[config.mk]
export PLATFORM = sky130hd
export DESIGN_NAME = brd_ctrl_regs
export DESIGN_NICKNAME = d
export VERILOG_FILES = /design/src/rtl/brd_ctrl_pkg.sv /design/src/rtl/brd_addr_dec.sv /design/src/rtl/brd_hex_ascii.sv /design/src/rtl/brd_ctrl_regs.sv
export SDC_FILE = /design/constraint.sdc
export NUM_CORES = 1
export LEC_CHECK = 0
export ABC_CLOCK_PERIOD_IN_PS = 3000
export BUFFER_PORTS_ARGS = -buffer_cell sky130_fd_sc_hd__buf_2
export CAP_MARGIN = 20
export CORE_ASPECT_RATIO = 2
export CORE_MARGIN = 2
export CORE_UTILIZATION = 55
export CTS_CLUSTER_SIZE = 25
export DETAILED_ROUTE_END_ITERATION = 10
export PLACE_DENSITY = 0.9
export SLEW_MARGIN = 25
export SYNTH_ARGS = -nofsm -noshare
export SYNTH_HDL_FRONTEND = slang
export SYNTH_SLANG_ARGS = --single-unit
export TNS_END_PERCENT = 5
[constraint.sdc]
create_clock -name clk -period 3 [get_ports clk]
set_input_delay 0.45 -clock clk [delete_from_list [all_inputs] [get_ports clk]]
set_output_delay 0.45 -clock clk [all_outputs]
set_load 0.01 [all_outputs]
[src/rtl/brd_ctrl_pkg.sv]
package brd_ctrl_pkg;

    // Register offsets within the decoded window
    localparam int unsigned OFF_SWITCH  = 'h00200;
    localparam int unsigned OFF_STATUS  = 'h00208;
    localparam int unsigned OFF_JUMPER  = 'h00210;
    localparam int unsigned OFF_LED     = 'h00408;
    localparam int unsigned OFF_HEXWORD = 'h00410;
    localparam int unsigned OFF_CHAR0   = 'h00418;
    localparam int unsigned CHAR_STEP   = 8;
    localparam int unsigned OFF_SOFTRST = 'h00500;
    localparam int unsigned OFF_BRK     = 'h00508;
    localparam int unsigned OFF_GPO     = 'h00A00;
    localparam int unsigned OFF_GPIN    = 'h00A08;
    localparam int unsigned OFF_I2CIN   = 'h00B00;
    localparam int unsigned OFF_I2COE   = 'h00B08;
    localparam int unsigned OFF_I2COUT  = 'h00B10;
    localparam int unsigned OFF_I2CSEL  = 'h00B18;

    // Constants
    localparam logic [7:0]  SOFTRST_KEY  = 8'h42;
    localparam logic [7:0]  STATUS_BE    = 8'h12;
    localparam logic [7:0]  STATUS_LE    = 8'h10;
    localparam logic [7:0]  ASCII_SPACE  = 8'h20;
    localparam logic [7:0]  BRK_RST      = 8'h0A;
    localparam logic [1:0]  I2CIN_STORED = 2'b11;
    localparam logic [1:0]  I2COUT_RST   = 2'b11;

    typedef enum logic [3:0] {
        RID_NONE,
        RID_SWITCH,
        RID_STATUS,
        RID_JUMPER,
        RID_LED,
        RID_HEXWORD,
        RID_CHAR,
        RID_SOFTRST,
        RID_BRK,
        RID_GPO,
        RID_GPIN,
        RID_I2CIN,
        RID_I2COE,
        RID_I2COUT,
        RID_I2CSEL
    } reg_id_e;

endpackage

[src/rtl/brd_addr_dec.sv]
module brd_addr_dec
    import brd_ctrl_pkg::*;
#(
    parameter int unsigned DEC_W   = 20,
    parameter int unsigned N_CHARS = 8,
    localparam int unsigned IDX_W  = (N_CHARS > 1) ? $clog2(N_CHARS) : 1
) (
    input  logic [DEC_W-1:0] off,
    output reg_id_e          reg_id,
    output logic [IDX_W-1:0] char_idx
);

    localparam logic [DEC_W-1:0] CHAR_FIRST = DEC_W'(OFF_CHAR0);
    localparam logic [DEC_W-1:0] CHAR_LAST  = DEC_W'(OFF_CHAR0 + CHAR_STEP * (N_CHARS - 1));

    logic is_char;

    always_comb begin
        is_char  = (off >= CHAR_FIRST) && (off <= CHAR_LAST) && (off[2:0] == 3'b000);
        char_idx = IDX_W'((off >> 3) - (CHAR_FIRST >> 3));
        reg_id   = RID_NONE;
        if (is_char) begin
            reg_id = RID_CHAR;
        end else begin
            case (off)
                DEC_W'(OFF_SWITCH):  reg_id = RID_SWITCH;
                DEC_W'(OFF_STATUS):  reg_id = RID_STATUS;
                DEC_W'(OFF_JUMPER):  reg_id = RID_JUMPER;
                DEC_W'(OFF_LED):     reg_id = RID_LED;
                DEC_W'(OFF_HEXWORD): reg_id = RID_HEXWORD;
                DEC_W'(OFF_SOFTRST): reg_id = RID_SOFTRST;
                DEC_W'(OFF_BRK):     reg_id = RID_BRK;
                DEC_W'(OFF_GPO):     reg_id = RID_GPO;
                DEC_W'(OFF_GPIN):    reg_id = RID_GPIN;
                DEC_W'(OFF_I2CIN):   reg_id = RID_I2CIN;
                DEC_W'(OFF_I2COE):   reg_id = RID_I2COE;
                DEC_W'(OFF_I2COUT):  reg_id = RID_I2COUT;
                DEC_W'(OFF_I2CSEL):  reg_id = RID_I2CSEL;
                default:             reg_id = RID_NONE;
            endcase
        end
    end

endmodule

[src/rtl/brd_hex_ascii.sv]
module brd_hex_ascii #(
    parameter int unsigned N_DIGITS = 8
) (
    input  logic [4*N_DIGITS-1:0]       word,
    output logic [N_DIGITS-1:0][7:0]    chars
);

    // Digit k of the output takes the k-th nibble counted from the top.
    for (genvar k = 0; k < N_DIGITS; k++) begin : g_digit
        logic [3:0] nib;
        assign nib = word[4*(N_DIGITS-1-k) +: 4];
        assign chars[k] = (nib < 4'd10) ? (8'h30 + {4'h0, nib})
                                        : (8'h37 + {4'h0, nib});
    end

endmodule

[src/rtl/brd_ctrl_regs.sv]
module brd_ctrl_regs
    import brd_ctrl_pkg::*;
#(
    parameter int unsigned ADDR_W     = 32,
    parameter int unsigned DATA_W     = 32,
    parameter int unsigned DEC_W      = 20,
    parameter bit          BIG_ENDIAN = 1'b1,
    localparam int unsigned N_CHARS   = DATA_W / 4,
    localparam int unsigned IDX_W     = (N_CHARS > 1) ? $clog2(N_CHARS) : 1
) (
    input  logic                  clk,
    input  logic                  rst,
    input  logic                  bus_wr,
    input  logic                  bus_rd,
    input  logic [ADDR_W-1:0]     bus_addr,
    input  logic [DATA_W-1:0]     bus_wdata,
    output logic [DATA_W-1:0]     bus_rdata,
    output logic                  bus_rvalid,
    output logic [7:0]            led_o,
    output logic [N_CHARS*8-1:0]  disp_o,
    output logic [7:0]            brk_o,
    output logic [7:0]            gpo_o,
    output logic                  sys_rst_req_o,
    output logic                  i2c_scl_o,
    output logic                  i2c_sda_o,
    output logic [1:0]            i2c_oe_o,
    input  logic                  i2c_sda_i
);

    typedef struct packed {
        logic [7:0]               led;
        logic [N_CHARS-1:0][7:0]  disp;
        logic [7:0]               brk;
        logic [7:0]               gpo;
        logic [1:0]               i2c_oe;
        logic [DATA_W-1:0]        i2c_out;
        logic                     i2c_sel;
        logic                     rst_req;
        logic                     rvalid;
        logic [DATA_W-1:0]        rdata;
    } state_t;

    state_t s_d, s_q;

    reg_id_e                  reg_id;
    logic [IDX_W-1:0]         char_idx;
    logic [N_CHARS-1:0][7:0]  hex_chars;
    logic [DATA_W-1:0]        rd_val;
    logic                     unused_addr_hi;

    assign unused_addr_hi = ^bus_addr[ADDR_W-1:DEC_W];

    brd_addr_dec #(
        .DEC_W   (DEC_W),
        .N_CHARS (N_CHARS)
    ) u_dec (
        .off      (bus_addr[DEC_W-1:0]),
        .reg_id   (reg_id),
        .char_idx (char_idx)
    );

    brd_hex_ascii #(
        .N_DIGITS (N_CHARS)
    ) u_hex (
        .word  (bus_wdata),
        .chars (hex_chars)
    );

    // Read multiplexer
    always_comb begin
        rd_val = '0;
        case (reg_id)
            RID_SWITCH: rd_val = '0;
            RID_JUMPER: rd_val = '0;
            RID_STATUS: rd_val = DATA_W'(BIG_ENDIAN ? STATUS_BE : STATUS_LE);
            RID_LED:    rd_val = DATA_W'(s_q.led);
            RID_BRK:    rd_val = DATA_W'(s_q.brk);
            RID_GPO:    rd_val = DATA_W'(s_q.gpo);
            RID_GPIN:   rd_val = s_q.i2c_sel ? s_q.i2c_out : '0;
            RID_I2CIN:  rd_val = DATA_W'({I2CIN_STORED[1], i2c_sda_i});
            RID_I2COE:  rd_val = DATA_W'(s_q.i2c_oe);
            RID_I2COUT: rd_val = s_q.i2c_out;
            RID_I2CSEL: rd_val = DATA_W'(s_q.i2c_sel);
            default:    rd_val = '0;
        endcase
    end

    // Next-state computation
    always_comb begin
        s_d         = s_q;
        s_d.rst_req = 1'b0;
        s_d.rvalid  = bus_rd;
        if (bus_rd) begin
            s_d.rdata = rd_val;
        end
        if (bus_wr) begin
            case (reg_id)
                RID_LED:     s_d.led = bus_wdata[7:0];
                RID_HEXWORD: s_d.disp = hex_chars;
                RID_CHAR:    s_d.disp[char_idx] = bus_wdata[7:0];
                RID_SOFTRST: s_d.rst_req = (bus_wdata == DATA_W'(SOFTRST_KEY));
                RID_BRK:     s_d.brk = bus_wdata[7:0];
                RID_GPO:     s_d.gpo = bus_wdata[7:0];
                RID_I2COE:   s_d.i2c_oe = bus_wdata[1:0];
                RID_I2COUT:  s_d.i2c_out = bus_wdata;
                RID_I2CSEL:  s_d.i2c_sel = bus_wdata[0];
                default:     ;
            endcase
        end
    end

    always_ff @(posedge clk) begin
        if (rst) begin
            s_q         <= '0;
            s_q.brk     <= BRK_RST;
            s_q.i2c_out <= DATA_W'(I2COUT_RST);
            s_q.i2c_sel <= 1'b1;
            for (int k = 0; k < N_CHARS; k++) begin
                s_q.disp[k] <= ASCII_SPACE;
            end
        end else begin
            s_q <= s_d;
        end
    end

    assign bus_rdata     = s_q.rdata;
    assign bus_rvalid    = s_q.rvalid;
    assign led_o         = s_q.led;
    assign disp_o        = s_q.disp;
    assign brk_o         = s_q.brk;
    assign gpo_o         = s_q.gpo;
    assign sys_rst_req_o = s_q.rst_req;
    assign i2c_scl_o     = s_q.i2c_out[1];
    assign i2c_sda_o     = s_q.i2c_out[0];
    assign i2c_oe_o      = s_q.i2c_oe;

endmodule

# Word level (Yosys, flattened, before mapping)
# Cells that the tools add are included.
# W data, S select, Z words.
# op_classes
n_addsub	17
magnitude_cmp	12
n_eq_ne	26
mux	16
n_bitwise	2
n_reduce_logical	13
# ops
operator	n
$pmux W32 S9	1
$pmux W64 S2	1
$eq A20 B12 Y1 const B	6
$add A6 B4 Y7 const A	16
$eq A20 B11 Y1 const B	4
$mux W8	9
$bwmux W64	1
$eq A20 B10 Y1 const B	3
$pmux W4 S13	1
$eq A32 B7 Y1 const B	1
$lt A4 B4 Y1 const B	8
$mux W32	1
$eq A4 B4 Y1 const B	7
$demux W8 S3	1
$ge A20 B11 Y1 const B	1
$le A20 B11 Y1 const B	1
$eq A4 B3 Y1 const B	4
$reduce_and A2 Y1	7
$eq A4 B2 Y1 const B	1
$lt A3 B4 Y1 const B	1
$mux W4	1
$ge A3 B1 Y1 const B	1
$logic_and A1 B1 Y1	3
$logic_not A3 Y1	1
other kinds (4)	5
# totals
reg_bits	157
in_bits	69
output_inout_bits	126
elab_cells	103

# Depth between registers and ports, before layout
# depth
depth_word	7
depth_mapped	13

# Cells and area by module
# A second synthesis with hierarchy kept.
# hier_totals
cells_unflattened	1112
hier_area_um2	8938.6
# by_module_without_submodules
mod	n_inst	cells_per_inst	area_each_um2	seq_area_each_um2
brd_ctrl_regs	1	935	7773.7	3143.0
brd_hex_ascii	1	128	815.8	0.0
brd_addr_dec	1	49	349.1	0.0

# Least setup slack after synthesis
# No wires, ideal clock.
# synth_path
path_kind	input to register
start	input bus_addr[12]
end	register s_q, in the netlist disp_o[5]
arrival_time_ps	2592
t_required_ps	2880
setup_slack_ps	289
cell_stages	11
path_buffers	4
path_cell_list	or4_1 -> nor4_4 -> and3_1 -> buf_4 -> a211o_1 -> buf_6 -> and3_1 -> buf_4 -> buf_6 -> nand2_1 -> a211o_1
# synth_between
elab_chain_cells	7
word_cells_on_any_way	24
# synth_rtl
element	line_no	rtl
start, declared	brd_ctrl_regs.sv:15	input logic [ADDR_W-1:0] bus_addr,
$ge A20 B11 Y1 or $le A20 B11 Y1 (tied branches)	brd_addr_dec.sv:19	is_char = (off >= CHAR_FIRST) && (off <= CHAR_LAST) && (off[2:0] == 3'b000);
$logic_and A1 B1 Y1 (2 in series)	brd_addr_dec.sv:19	
$mux W4 *	brd_addr_dec.sv:22	if (is_char) begin
$eq A4 B3 Y1	brd_ctrl_regs.sv:97	case (reg_id)
$reduce_bool A2 Y1 (no source line)	n/a	
$reduce_and A2 Y1 (no source line)	n/a	
end, declared	brd_ctrl_regs.sv:43	state_t s_d, s_q;
# Mark *: on every way between the ends. The rest lies on a longest branch, timed or not.
# A chain may end at the register's enable or synchronous reset.

# Final worst setup path
# layout_path
start	input bus_addr[2]
end	register s_q, in the netlist disp_o[2]
# Same word-level chain as after synthesis.

==> summary.txt <==
grt met3 use: 0.0647
crit-path cells: buf_2, or4_1, a311o_1, or3_2, buf_4, o31ai_1, a211oi_1
worst clock skew: 0.00754 ns
CTS tree: yes
core area: 15400 um2
Root Driver: clkbuf_16
Critical Path AT: 3.12 ns
Placement Rows: 64
Setup crit end: disp_o[2]$_SDFFE_PP0P_
Syn Std Cell Area: 8670 um2
reg2reg end: bus_rdata[0]$_SDFFE_PP0P_
Power Density: 486 nW/um2
clock share of power: 0.468
sequential share of power: 0.444
Port Buffers: 182
Vert. Die Dim: 182 um
Mapped Cells: 1094
flops & latches, synth: 157
CP Launch Type: input port
H-tree Lvls: 4
fin util: 0.628
layout cells sized above 1: 0.247
global-route wire length before repair: 41500 um
DRC Markers: 0
R2R setup slack: 1.37 ns
Fin. Hold Viols: 0
maximum vdd ir drop: 0.366 mV
post-synthesis sequential area ratio: 0.363
CTS max path bufs: 2
MaxCap Viol Count: 0
Routed WL per cell: 19.9 um
CP Max Fanout: 16
vias: 8460
CTS buffer count: 17
final slew viol count: 0
Post-CTS Setup Inserts: 0
switching power: 1.35 mW
largest net degree at the start of global routing: 57
Int Pwr: 3.35 mW
Async S/R FF share, synth: 0
Leak Pwr: 4.09 nW
number of nets with antenna violations after routing: 0
most common cell after layout, fill and taps aside: buf_2
Final Cell Area: 9660 um2
critical path capture point type: flop
routability cong.: 1.03
GR Layer Usage met1: 0.325
clock slew at reported path FFs: 0.07 ns
Sw Ratio: 0.287
Die ar.: 16800 um2
RSZ-0062 raised after global routing: false
Setup Crit Path Kind: input port to flop
Horiz. Die Dim: 92.8 um
R2R depth: 5
Worst Tran Pin Value: 0.716 ns
DR pass1 iterations: 8
Via-to-Cell Ratio: 6.21
Comb pwr share: 0.088
Synth cell types: 67
Post-synth EDFFs: 0
power consumption: 4.70 mW
minimum clock period: 2.82 ns
most frequent cells in the layout: 181 x buf_2, 165 x nand2_1, 157 x dfxtp_1, 133 x a21oi_1, 53 x buf_4
hold buffers post-CTS: 0
Peak Freq: 0.354 GHz
gr usage total: 0.315
Slew headroom: 0.518
vias in the first global route: 8048
Routed WL: 27200 um
DR iter-0 viols: 655
Worst path max stage delay: 0.62 ns
Clk Latency, worst-skew pair: 0.44 ns
DP HPWL: 19500 um
placed cell area: 9040 um2
total gr overflow: 0
CP Launch Point: bus_addr[2]
clk sinks: 157
Synth Net Count: 1181
met2 usage: 0.533
Min-Delay Path Class: input port to flop
initial antenna violation count: 2
status: finished, final reports clean
synthesis warning total: 0
final net count: 1238
GR peak layer: met2
Final Cycle Share: 0.941
Initial Util: 0.564
Worst R2R Start: bus_rdata[0]$_SDFFE_PP0P_
Most used DFF post-synth: dfxtp_1
critical path's slowest cell: or3_2
Worst Path Required: 3.29 ns
syn avg cell area: 7.92 um2
Setup Viol. Count Final: 0
post_cts resized: 0
Synth-to-Final Area Change: 11.4%
# IOs: 195
cell families (layout without fill, tap and decap cells):
| kind of cell | Yosys count | count (layout) | share of synthesized area |
|---|---|---|---|
| other | 0 | 1 | 0 |
| and+or+nand+nor | 359 | 359 | 0.199 |
| AOI/OAI and AO/OA | 314 | 314 | 0.233 |
| DFF | 157 | 157 | 0.363 |
| xor gates and xnor gates | 11 | 11 | 0.0111 |
| buffers and inverters | 227 | 297 | 0.159 |
| muxes | 8 | 8 | 0.00939 |
| adders and majority gates | 18 | 18 | 0.0260 |
layout make-up:
type / count / area, um2
antenna: 1 / 2.50
clock buffer: 17 / 425
clock inverter: 15 / 184
fill: 1376 / 5720
inverter: 26 / 97.6
multi-input combinational: 710 / 4150
sequential: 157 / 3140
tap: 198 / 248
timing repair buffer: 239 / 1400
routing by layer:
metal | vias to the layer above | wire length, um | share of wire
li1 | 3878 | - | -
met1 | 3926 | 9160 | 0.34
met3 | 172 | 1890 | 0.069
met4 | 0 | 2390 | 0.088
met2 | 484 | 13700 | 0.51
met5 | - | 0 | 0
power by group through the flow:
stage	sequential, mW	clock (mW)	combinational, mW
3_5_place_dp	2.13	0	0.394
6_report	2.08	2.20	0.415
2_1_floorplan	2.13	0	0.233
4_1_cts	2.08	2.21	0.398
3_3_place_gp	2.13	0	0.387
5_1_grt	2.08	2.30	0.440
metrics by stage:
stage / instances / hold slack [ns] / setup slack (ns) / setup TNS, ns
after detailed placement: 1330 / 0.445 / -0.0322 / -0.0586
final: 1363 / 0.257 / 0.177 / 0
after floorplan: 1094 / 0.421 / 0.289 / 0
after CTS: 1362 / 0.255 / 0.419 / 0
after global routing: 1363 / 0.285 / 0.125 / 0
after global placement: 1330 / 0.432 / 0.0145 / 0
cell usage after synthesis (all sizes together), types with 17 or more instances:
master / n / area share
o21a: 20 / 0.017
o21ai: 45 / 0.026
nor2: 41 / 0.018
clkbuf: 47 / 0.020
nand3: 42 / 0.025
inv: 25 / 0.011
a22o: 24 / 0.024
buf: 154 / 0.13
dfxtp: 157 / 0.36
ha: 18 / 0.026
a21oi: 133 / 0.077
nor3: 33 / 0.020
nand2: 166 / 0.072
a211oi: 18 / 0.016
nand4: 17 / 0.013
critical path, delay by kind of cell:
kind | cells | cell delay (ns)
simple gates | 2 | 1.16
compound gates | 3 | 1.12
buf+inv | 2 | 0.37
flip-flops by register name (all words and copies together) (netlist names):
register / count
bus_rdata: 32
sys_rst_req_o: 1
i2c_oe_o: 2
i2c_scl_o: 1
gpo_o: 8
disp_o: 64
i2c_sda_o: 1
bus_rvalid: 1
s_q: 31
led_o: 8
brk_o: 8
worst min-delay path by stage:
stage / cells after the start / to / startpoint
floorplan: 2 / disp_o[60]$_SDFFE_PP0P_ / disp_o[60]$_SDFFE_PP0P_
global placement: 2 / disp_o[60]$_SDFFE_PP0P_ / disp_o[60]$_SDFFE_PP0P_
detailed placement: 2 / s_q[57]$_SDFFE_PP0P_ / s_q[57]$_SDFFE_PP0P_
CTS: 3 / s_q[63]$_SDFFE_PP0P_ / bus_wdata[28]
global route: 3 / s_q[63]$_SDFFE_PP0P_ / bus_wdata[28]
finish: 3 / s_q[63]$_SDFFE_PP0P_ / bus_wdata[28]
Note: power is estimated with default switching activity, not from simulation.
